$ cat config.mk
export PLATFORM = sky130hd
export DESIGN_NAME = lbachk_gen
export DESIGN_NICKNAME = d
export VERILOG_FILES = /design/src/rtl/lbachk_pkg.sv /design/src/rtl/lbachk_gen.sv
export SDC_FILE = /design/constraint.sdc
export NUM_CORES = 1
export LEC_CHECK = 0
export BUFFER_PORTS_ARGS = -buffer_cell sky130_fd_sc_hd__buf_2
export CAP_MARGIN = 10
export CORE_MARGIN = 2
export CORE_UTILIZATION = 57
export CTS_BUF_LIST = sky130_fd_sc_hd__clkbuf_16
export DETAILED_ROUTE_END_ITERATION = 10
export GPL_ROUTABILITY_DRIVEN = 0
export HOLD_SLACK_MARGIN = 0.15
export PLACE_DENSITY = 0.82
export SKIP_LAST_GASP = 1
export SYNTH_ARGS = -nofsm -noshare
export SYNTH_HDL_FRONTEND = slang
export SYNTH_SLANG_ARGS = --single-unit
$ cat constraint.sdc
create_clock -name clk -period 7.5 [get_ports clk]
set_input_delay 2.25 -clock clk [delete_from_list [all_inputs] [get_ports clk]]
set_output_delay 2.25 -clock clk [all_outputs]
set_load 0.01 [all_outputs]
$ cat src/rtl/lbachk_pkg.sv
package lbachk_pkg;

    localparam int unsigned GEN_W = 32;
    localparam logic [GEN_W-1:0] GEN_TAPS = 32'hD000_0001;

    function automatic logic [GEN_W-1:0] gen_step(input logic [GEN_W-1:0] s);
        return (s >> 1) ^ (s[0] ? GEN_TAPS : '0);
    endfunction

    function automatic logic [GEN_W-1:0] gen_seed(input logic [GEN_W-1:0] base,
                                                 input logic [GEN_W-1:0] lba);
        logic [GEN_W-1:0] s;
        s = base ^ lba;
        return (s == '0) ? {{(GEN_W-1){1'b0}}, 1'b1} : s;
    endfunction

endpackage

$ cat src/rtl/lbachk_gen.sv
module lbachk_gen
    import lbachk_pkg::*;
#(
    parameter int unsigned LBA_W  = 32,
    parameter int unsigned OFF_W  = 16,
    parameter int unsigned BYTE_W = 8
) (
    input  logic              clk,
    input  logic              rst_n,
    input  logic              start,
    input  logic [LBA_W-1:0]  start_lba,
    input  logic [GEN_W-1:0]  base_seed,
    input  logic [OFF_W-1:0]  blk_len,
    input  logic [OFF_W-1:0]  ovl_off,
    input  logic              src_gen,
    input  logic [BYTE_W-1:0] buf_byte,
    input  logic              beat,
    output logic [BYTE_W-1:0] exp_byte,
    output logic [LBA_W-1:0]  cur_lba,
    output logic [OFF_W-1:0]  cur_pos
);
    localparam int unsigned OVL_BYTES = LBA_W / BYTE_W;

    typedef struct packed {
        logic [OFF_W-1:0] pos;
        logic [LBA_W-1:0] lba;
        logic [GEN_W-1:0] lfsr;
    } gen_t;

    gen_t st_d, st_q;
    logic [OFF_W-1:0] rel;
    logic             last;

    always_comb begin
        rel      = st_q.pos - ovl_off;
        exp_byte = src_gen ? st_q.lfsr[BYTE_W-1:0] : buf_byte;
        for (int i = 0; i < OVL_BYTES; i++) begin
            if (st_q.pos >= ovl_off && rel == OFF_W'(i))
                exp_byte = st_q.lba[i*BYTE_W +: BYTE_W];
        end
        last = ({1'b0, st_q.pos} + 1'b1) >= {1'b0, blk_len};

        st_d = st_q;
        if (start) begin
            st_d.pos  = '0;
            st_d.lba  = start_lba;
            st_d.lfsr = gen_seed(base_seed, GEN_W'(start_lba));
        end else if (beat) begin
            if (last) begin
                st_d.pos  = '0;
                st_d.lba  = st_q.lba + 1'b1;
                st_d.lfsr = gen_seed(base_seed, GEN_W'(st_q.lba + 1'b1));
            end else begin
                st_d.pos  = st_q.pos + 1'b1;
                st_d.lfsr = gen_step(st_q.lfsr);
            end
        end
    end

    always_ff @(posedge clk or negedge rst_n) begin
        if (!rst_n) st_q <= '{pos: '0, lba: '0, lfsr: {{(GEN_W-1){1'b0}}, 1'b1}};
        else        st_q <= st_d;
    end

    assign cur_lba = st_q.lba;
    assign cur_pos = st_q.pos;

    // the block boundary returns to position 0 with the next address
    p_boundary_step_r4: assert property (@(posedge clk) disable iff (!rst_n)
        (beat && !start && last) |=> (st_q.pos == '0 && st_q.lba == $past(st_q.lba) + 1'b1));

    // the generator never holds the all-zero state
    p_lfsr_nonzero_r3: assert property (@(posedge clk) disable iff (!rst_n)
        st_q.lfsr != '0);

    // an idle cycle leaves the position unchanged
    p_idle_hold_r1: assert property (@(posedge clk) disable iff (!rst_n)
        (!beat && !start) |=> $stable(st_q.pos));

endmodule

==> results of run 1 <==
==> worst paths after layout <==
kind                        startpoint          end  cells past startpoint
setup / recovery           ovl_off[15]  exp_byte[2]                     13
hold / removal                st_q[14]     st_q[14]                      2
setup reg to reg            cur_pos[2]     st_q[17]                     15
hold reg to reg               st_q[14]     st_q[14]                      2
max in group asynchronous        rst_n     st_q[31]                      2
min in group asynchronous        rst_n   cur_pos[9]                      1
==> cells in the final DEF, fill, tap and decap left out, drive strengths merged, types with 4 or more instances in the layout <==
cell type and count:
dfrtp 79, or4 9, buf 177, nor2b 7, nor4 14, clkbuf 9, nor3 26, xnor2 83
a22o 13, mux2 16, nand2 90, nor3b 4, ha 35, o22a 8, o211ai 7, nand3 40
mux2i 6, nand4 28, o21ai 65, a211oi 5, nand2b 4, xor2 63, inv 47, or4b 4
nor2 69, a21o 8, a21oi 41, mux4 8, and3 12, a221oi 15
==> area by class of cell <==
type	count	area share, %
flip-flops and latches	80	22.65
repair buffers	177	10.41
well taps	180	2.546
clock inverters	7	0.8912
diodes	1	0.02829
clock buffers	9	2.546
multi-input cells	742	59.02
inverters	45	1.910
==> state kept, by name, summed over array words and instances (netlist names) <==
signal,count
cur_pos,16
cur_lba,32
st_q,32
==> where the power goes <==
group          total, mW  internal, mW  switching, mW
logic              0.398         0.172          0.226
registers          0.541         0.474         0.0675
clock network      0.465         0.262          0.203
==> critical path, delay by kind of cell <==
kind | cells | cell delay [ns]
compound gates | 5 | 1.22
fa+ha+maj | 1 | 0.30
simple gates | 2 | 0.61
mux | 1 | 0.29
buf+inv | 4 | 0.48
==> cells by family after synthesis <==
| logic type | synth area share (%) |
|---|---|
| simple gates | 20.86 |
| compound gates | 16.89 |
| buf+inv | 10.50 |
| xor+xnor | 15.89 |
| flops | 24.90 |
| fa+ha+maj | 5.692 |
| mux | 5.272 |
==> routing by layer <==
layer	up-vias	part of all wire (%)	global-route usage (%)
met2	619	45	52.87
met5	-	0	0
met4	0	4.9	14.73
met3	110	12	8.875
met1	3623	38	44.26
li1	3595	-	-
==> out/summary.md, run 1 <==
The clock arrives with 0.01192 ns of skew. The final-layout fill cell count is 1169, and the clock-pin slew on the worst setup and hold paths is 0.07 ns. Summed over all layers, the routed wires come to 25540 um. The final hold violation count is 0, and the placement-stage worst setup slack is 0.06972 ns. Measured on the finished design, the core utilization comes to 63.97%. In this run, the number of DRC markers left after iteration 0 of detailed routing was 1406. The final route contains 7947 vias.

For the later-pin clock latency in the skew report, the log shows 0.36 ns. Among the stages of the critical path, the cell type that occurs most often is sky130_fd_sc_hd__buf_2. The tools report the final-layout setup total negative slack as 0 ns.

Summing all non-filler instances in the final layout gives an area of 0.008845 mm^2. The most common cell in the netlist was sky130_fd_sc_hd__nand2_1. In this run the standard cell core region covers 0.01383 mm^2. The run gives 0 as the final antenna-violating net count. For the floorplan row count, the log shows 43.

The initial antenna violation count was 1; the area occupied by multi-input gates was 0.005220 mm^2. For this run, the register share of the synthesized area comes to 24.90%. For the count of pins over their slew limit, the log shows 0. After detailed routing, the number of vias per cell comes to 6.404. The average size of a mapped cell was 8.294 um^2; the via count of the first global-routing pass was 7192. The logs give 1241 for the final standard cell count with taps included and fillers excluded and 9 for the total clock buffers created by CTS.

The sequential cells in the finished layout cover a total of 0.002003 mm^2. Traced cell by cell, the critical path runs through buf_2 -> inv_1 -> ha_1 -> or3b_2 -> a21oi_1 -> o211ai_1 -> a2111oi_2 -> nand4b_1 -> a2111oi_1 -> o2111ai_1 -> buf_4 -> mux2_2 -> buf_2. The number of nets handed over by synthesis was 1115. Commonest register cell after synthesis: sky130_fd_sc_hd__dfrtp_1.

The slowest stage of the critical path belongs to the cell sky130_fd_sc_hd__or3b_2. Of all flip-flops after synthesis, the portion carrying an async set or reset was 100.0%. Static timing analysis puts the maximum clock frequency at 135.0 MHz. In this run the horizontal extent of the chip is 122.8 um.

No sink is reached through more buffers than the 2 on the longest clock path. Total power for the finished layout comes to 1.405 mW. In this run the tool buffered the top-level ports with 164 buffer cells. Summing every instance area after synthesis gives 0.008045 mm^2. STA classifies the critical path startpoint as an input pin. The clock period minus final worst setup slack is 7.406 ns, and the count of final setup violators is 0. On the worst path, the slowest cell contributes a delay of 0.46 ns. Headroom to the max-slew limit came out at 46.21%.

In this run, synthesis inferred 0 flip-flops with an integrated enable. By area the synthesized netlist is led by sky130_fd_sc_hd__dfrtp_1 (25%), sky130_fd_sc_hd__xnor2_1 (9.0%), sky130_fd_sc_hd__xor2_1 (6.9%). The number of placed instances, taps included, is 1224. Summed over all instances, the cell type with the most area after synthesis is sky130_fd_sc_hd__dfrtp_1. The die is 122.8 um tall. For the count of different cell masters after synthesis, the log shows 81. The tools report the worst path setup slack after routing as 0.09388 ns. 165 I/O pins were placed. The setup path with the least slack is of type in2out.

TritonCTS built the clock tree. The area growth from synthesis to layout is 9.938%, and the total congestion overflow after global routing is 0. Summed over all nets, the half-perimeter wirelength after detailed placement is 19300 um.

The number of synthesized register bits came out at 80. For flop-to-flop paths, the worst setup slack is 2.80 ns. For the post-CTS setup repair buffer count, the log shows 0.

For the worst endpoint required time, the log shows 5.25 ns. For the pin with the worst max-slew slack, the measured transition is 0.8007 ns. The worst path arrival time was 5.16 ns. The tightest min-delay check is of the reg2reg type.

The starting density of the core is 58.18%, and the number of nets in the layout is 1200. Average wire per standard cell: 20.58 um. The flow ran to the end, and the final reports show no timing, DRC or antenna violations.

The logs give 970 for the synthesized netlist cell count and 3 for the number of H-tree branching levels. The tools report the total of warnings raised by yosys as 0. Along the worst path, the maximum fanout reaches 8. Across the run, the number of max-cap violations was 0. For this run, design rule violations remaining after detail routing come to 0. The post-route netlist has 22.74% of its cells at a drive strength greater than 1.

The number of clock sinks was 80; the post-cts resize count was 0. The area of the die was 0.01508 mm^2; the global-route usage over all layers was 33.88%. Hold is met by 0.4849 ns. In this run the static leakage power is 3.870 nW. The cell sitting at the root of the clock tree is a sky130_fd_sc_hd__clkbuf_16.

In the finished design, the share of the clock period the worst path needs comes to 98.75%. Critical path endpoint category: a primary output. The run gives 38900 um as the global-route wire length before repair.

The commonest cells after synthesis are sky130_fd_sc_hd__nand2_1 (90), sky130_fd_sc_hd__xnor2_1 (83), sky130_fd_sc_hd__dfrtp_1 (79). For the total cell area at the placement stage, the log shows 0.008531 mm^2. Across the VDD grid, the largest voltage drop is 0.1048 mV.

For this run, the detailed router's first-pass iteration total came to 8. For this design, the CTS-stage hold fixing added 0 buffers. The total power divided by cell area was 158.8 mW/mm^2; the pin count of the biggest net entering global routing was 53.

In this run the biggest area consumer among cell types represents 24.57% of the synthesized area.
Power figures use the tool's default switching activity.
==> run 2: changes to the inputs <==
Settings changed: ABC_AREA from default to 1, CORE_UTILIZATION 57 to 58, PLACE_DENSITY 0.82 to 0.83.
==> out/summary.md, run 2 <==
In this run, synthesis produced a sequential element count of 80. The final standard cell count with taps included and fillers excluded is 1780. The tools report the clock root buffer as sky130_fd_sc_hd__clkbuf_16. The quantity of I/O buffers inserted on ports came out at 164. The logs give 0 for the final hold violation count and 28940 um for the total length of routed wires.

The die is 129.7 um wide. The logs give 2.46 ns for the worst reg-to-reg setup slack and 0 for the count of final setup violators. The die covers 0.01681 mm^2.

The worst path uses 96.16% of the clock period. Averaged over all synthesized cells, the footprint is 6.202 um^2. Yosys printed 0 warnings. For hold timing, the worst endpoint is st_q[9]. The tools report the startpoint of the lowest-slack register-to-register path as cur_pos[2]. Counting every instance in the synthesized netlist gives 1477.

Along the worst hold path, the cell count comes to 3. The launching element type of the critical path is an input pin. 165 I/O pins were placed. Total clock buffers created by CTS: 9. The die is 129.7 um tall. The initialized floorplan defines 45 standard-cell rows. The largest driver fanout on the critical path was 8. The sequential cells in the finished layout cover a total of 0.002003 mm^2. The transition time at the pin with the least slew margin was 1.094 ns.

The final setup skew came out at 0.008935 ns. TritonCTS built the clock tree. The average wire per standard cell is 16.26 um, and the post-cts resize count is 0. The worst-path cell with the longest stage delay is sky130_fd_sc_hd__fa_1. By area the synthesized netlist is led by sky130_fd_sc_hd__dfrtp_1 (22%), sky130_fd_sc_hd__nand2_1 (20%), sky130_fd_sc_hd__inv_1 (9.3%). The first detailed-routing pass took 6 iterations.

The later-pin clock latency in the skew report was 0.36 ns. In the post-synthesis netlist, the cell with the most instances is sky130_fd_sc_hd__nand2_1. In this run, post-CTS hold repair placed 0 buffers.

The worst path setup slack after routing was 0.2881 ns; the starting density of the core was 59.81%. The netlist uses 45 different library cells. The first global-routing pass estimated 44880 um of wire. Biggest area consumer among synthesized cells: sky130_fd_sc_hd__dfrtp_1. Summing all multi-input logic gate instances after layout gives 0.005746 mm^2. STA classifies the critical path endpoint as a primary output. The number of setup buffers added after CTS is 0.

Counting flops with an async set or reset pin after synthesis yields a share of 100.0%. The total power divided by cell area is 157.4 mW/mm^2. Sorting the synthesized cells by how often they occur yields sky130_fd_sc_hd__nand2_1 (483), sky130_fd_sc_hd__inv_1 (226), sky130_fd_sc_hd__nand3_1 (122). The worst relative slew slack is 27.06%. The worst endpoint required time was 5.25 ns. Timing would allow up to 138.7 MHz.

In this run, the number of DRC markers left after iteration 0 of detailed routing was 1014. By instance count, the cell type seen most on the critical path is sky130_fd_sc_hd__nand2_1. The final antenna-violating net count is 0.

After clock tree synthesis, the clock-pin slew on the worst setup and hold paths is 0.06 ns. The total overflow left after global routing is 0. The startpoint identified for the worst hold timing path is st_q[9]. The max-cap check violation count was 0. Relative to the synthesized area, the layout overhead comes to 9.384%. The largest voltage drop on the vdd net was 0.1229 mV; the global-route usage over all layers was 34.03%. Setup repair after global routing left no endpoint under its margin. The endpoint identified for the worst register-to-register timing path is cur_lba[0]. After synthesis, flip-flops and latches occupy 21.87% of the total area.

Entering global routing, the biggest net connects 81 pins. The detail-routed via count per cell was 5.632. The flow ran to the end, and the final reports show no timing, DRC or antenna violations.

Walking the worst path, the cells encountered are buf_2 -> ha_1 -> fa_1 -> inv_1 -> nand2_1 -> nand3_1 -> nand2_1 -> nand2_1 -> nand2_1 -> nand2_1 -> nand2_1 -> nor2_1 -> nand2_1 -> nor2_2 -> nand3_1 -> nand3_1 -> nand2_1 -> nand2_1 -> nand2_1 -> buf_2. The logs give 0 for the initial antenna violation count and 3 for the number of H-tree branching levels. The run gives 4.96 ns as the worst path arrival time. The net count after synthesis was 1622. 0 antenna diodes ended up in the layout. The tools report the number of nets in the layout as 1709.

Among all flip-flop cells after synthesis, the most frequent one is sky130_fd_sc_hd__dfrtp_1. Counting every sink on the clock net gives 80. The layout has 1446 filler cells. The largest single stage delay on the critical path is 0.40 ns. The most common library cell in the layout ignoring fill and taps is sky130_fd_sc_hd__nand2_1.

The run gives 10030 as the via total after detailed routing. The leakage power figure was 5.696 nW; the clock period minus final worst setup slack was 7.212 ns. OpenSTA, run right after detailed placement, puts the worst setup slack at 0.1585 ns.

The final-layout setup total negative slack is 0 ns, and the post-synth design cell area is 0.009160 mm^2. The number of synthesized flops with an enable pin was 0. The core region is 0.01531 mm^2. The post-route netlist has 14.21% of its cells at a drive strength greater than 1. The top cell type by area accounts for 21.58% of the synthesized area.

For this run, design rule violations remaining after detail routing come to 0. The estimated wirelength of the detail-placed design is 21980 um. The cell count after placement was 1764; the worst-case clock buffer depth was 2. Count of pins over their slew limit: 0.

The path class of the tightest hold or removal check is reg2reg. The critical path start-end classification was in2out. In the layout the commonest cells are sky130_fd_sc_hd__nand2_1 (483), sky130_fd_sc_hd__inv_1 (226), sky130_fd_sc_hd__buf_2 (163), sky130_fd_sc_hd__nand3_1 (122), sky130_fd_sc_hd__nor2_1 (85). Via count of the first global-routing pass: 8940. The depth of the worst register-to-register path is 23.
[run 2: cell types whose count changed after synthesis, sizes merged, moves of 26 or more]
cell	previous run	this run
nand4	28	54
nand3b	2	41
nand3	40	123
a21oi	41	14
xnor2	83	10
nand2	90	486
inv	44	228
[run 2: report_power, final]
group | leakage [nW] | internal [mW] | switching (mW)
Sequential | 0.995 | 0.491 | 0.0870
Clock | 0.132 | 0.221 | 0.192
Combinational | 4.57 | 0.225 | 0.361
Total | 5.70 | 0.937 | 0.640
[run 2: critical path: cells and delay by family]
kind                     cells  cell delay, ns
AND/OR/NAND/NOR             15            1.73
adder cells (fa/ha/maj)      2            0.61
buffers and inverters        3            0.39
[run 2: worst max path at each step]
stage | depth (start not counted) | from | slack, ns | end
global route | 19 | ovl_off[0] | 0.04 | exp_byte[3]
finish | 20 | ovl_off[0] | 0.29 | exp_byte[3]
floorplan | 19 | ovl_off[0] | 0.96 | exp_byte[0]
global placement | 20 | ovl_off[0] | 0.27 | exp_byte[5]
CTS | 20 | ovl_off[0] | 0.16 | exp_byte[5]
detailed placement | 20 | ovl_off[0] | 0.16 | exp_byte[5]
[run 2: metrics by stage]
stage / hold WS (ns) / total power [mW] / utilization, % / instance area (um^2)
floorplan: 0.4953 / 0.9766 / - / 9160
global route: 0.5694 / 1.661 / 65.42 / 10020
detailed placement: 0.5347 / 1.145 / 63.59 / 9738
finish: 0.5492 / 1.577 / 65.42 / 10020
CTS: 0.5525 / 1.557 / 65.32 / 10000
global placement: 0.5087 / 1.134 / 63.59 / 9738
[run 2: cell type report]
class	instances	area share (%)
clock buffers	9	2.248
well taps	211	2.635
inverters	228	8.566
repair buffers	172	8.816
multi-input cells	1073	57.34
clock inverters	7	0.3996
flip-flops and latches	80	19.99
[run 2: kinds of logic (layout without fill, tap and decap cells)]
group / Yosys count / in the layout / share of synthesized area (%)
buffers and inverters: 324 / 416 / 15.59
adders and majority gates: 36 / 36 / 4.999
muxes: 1 / 1 / 0.1093
AOI/OAI and AO/OA: 101 / 101 / 6.256
DFF: 80 / 80 / 21.87
and+or+nand+nor: 847 / 847 / 41.42
xor gates and xnor gates: 88 / 88 / 9.766
[run 2: per-layer routing]
metal / up-vias / GRT usage [%] / wire [um]
met5: - / 0 / 0
met2: 602 / 57.38 / 13740
li1: 4794 / - / -
met1: 4543 / 44.23 / 11550
met4: 0 / 12.84 / 1014
met3: 86 / 5.037 / 2634
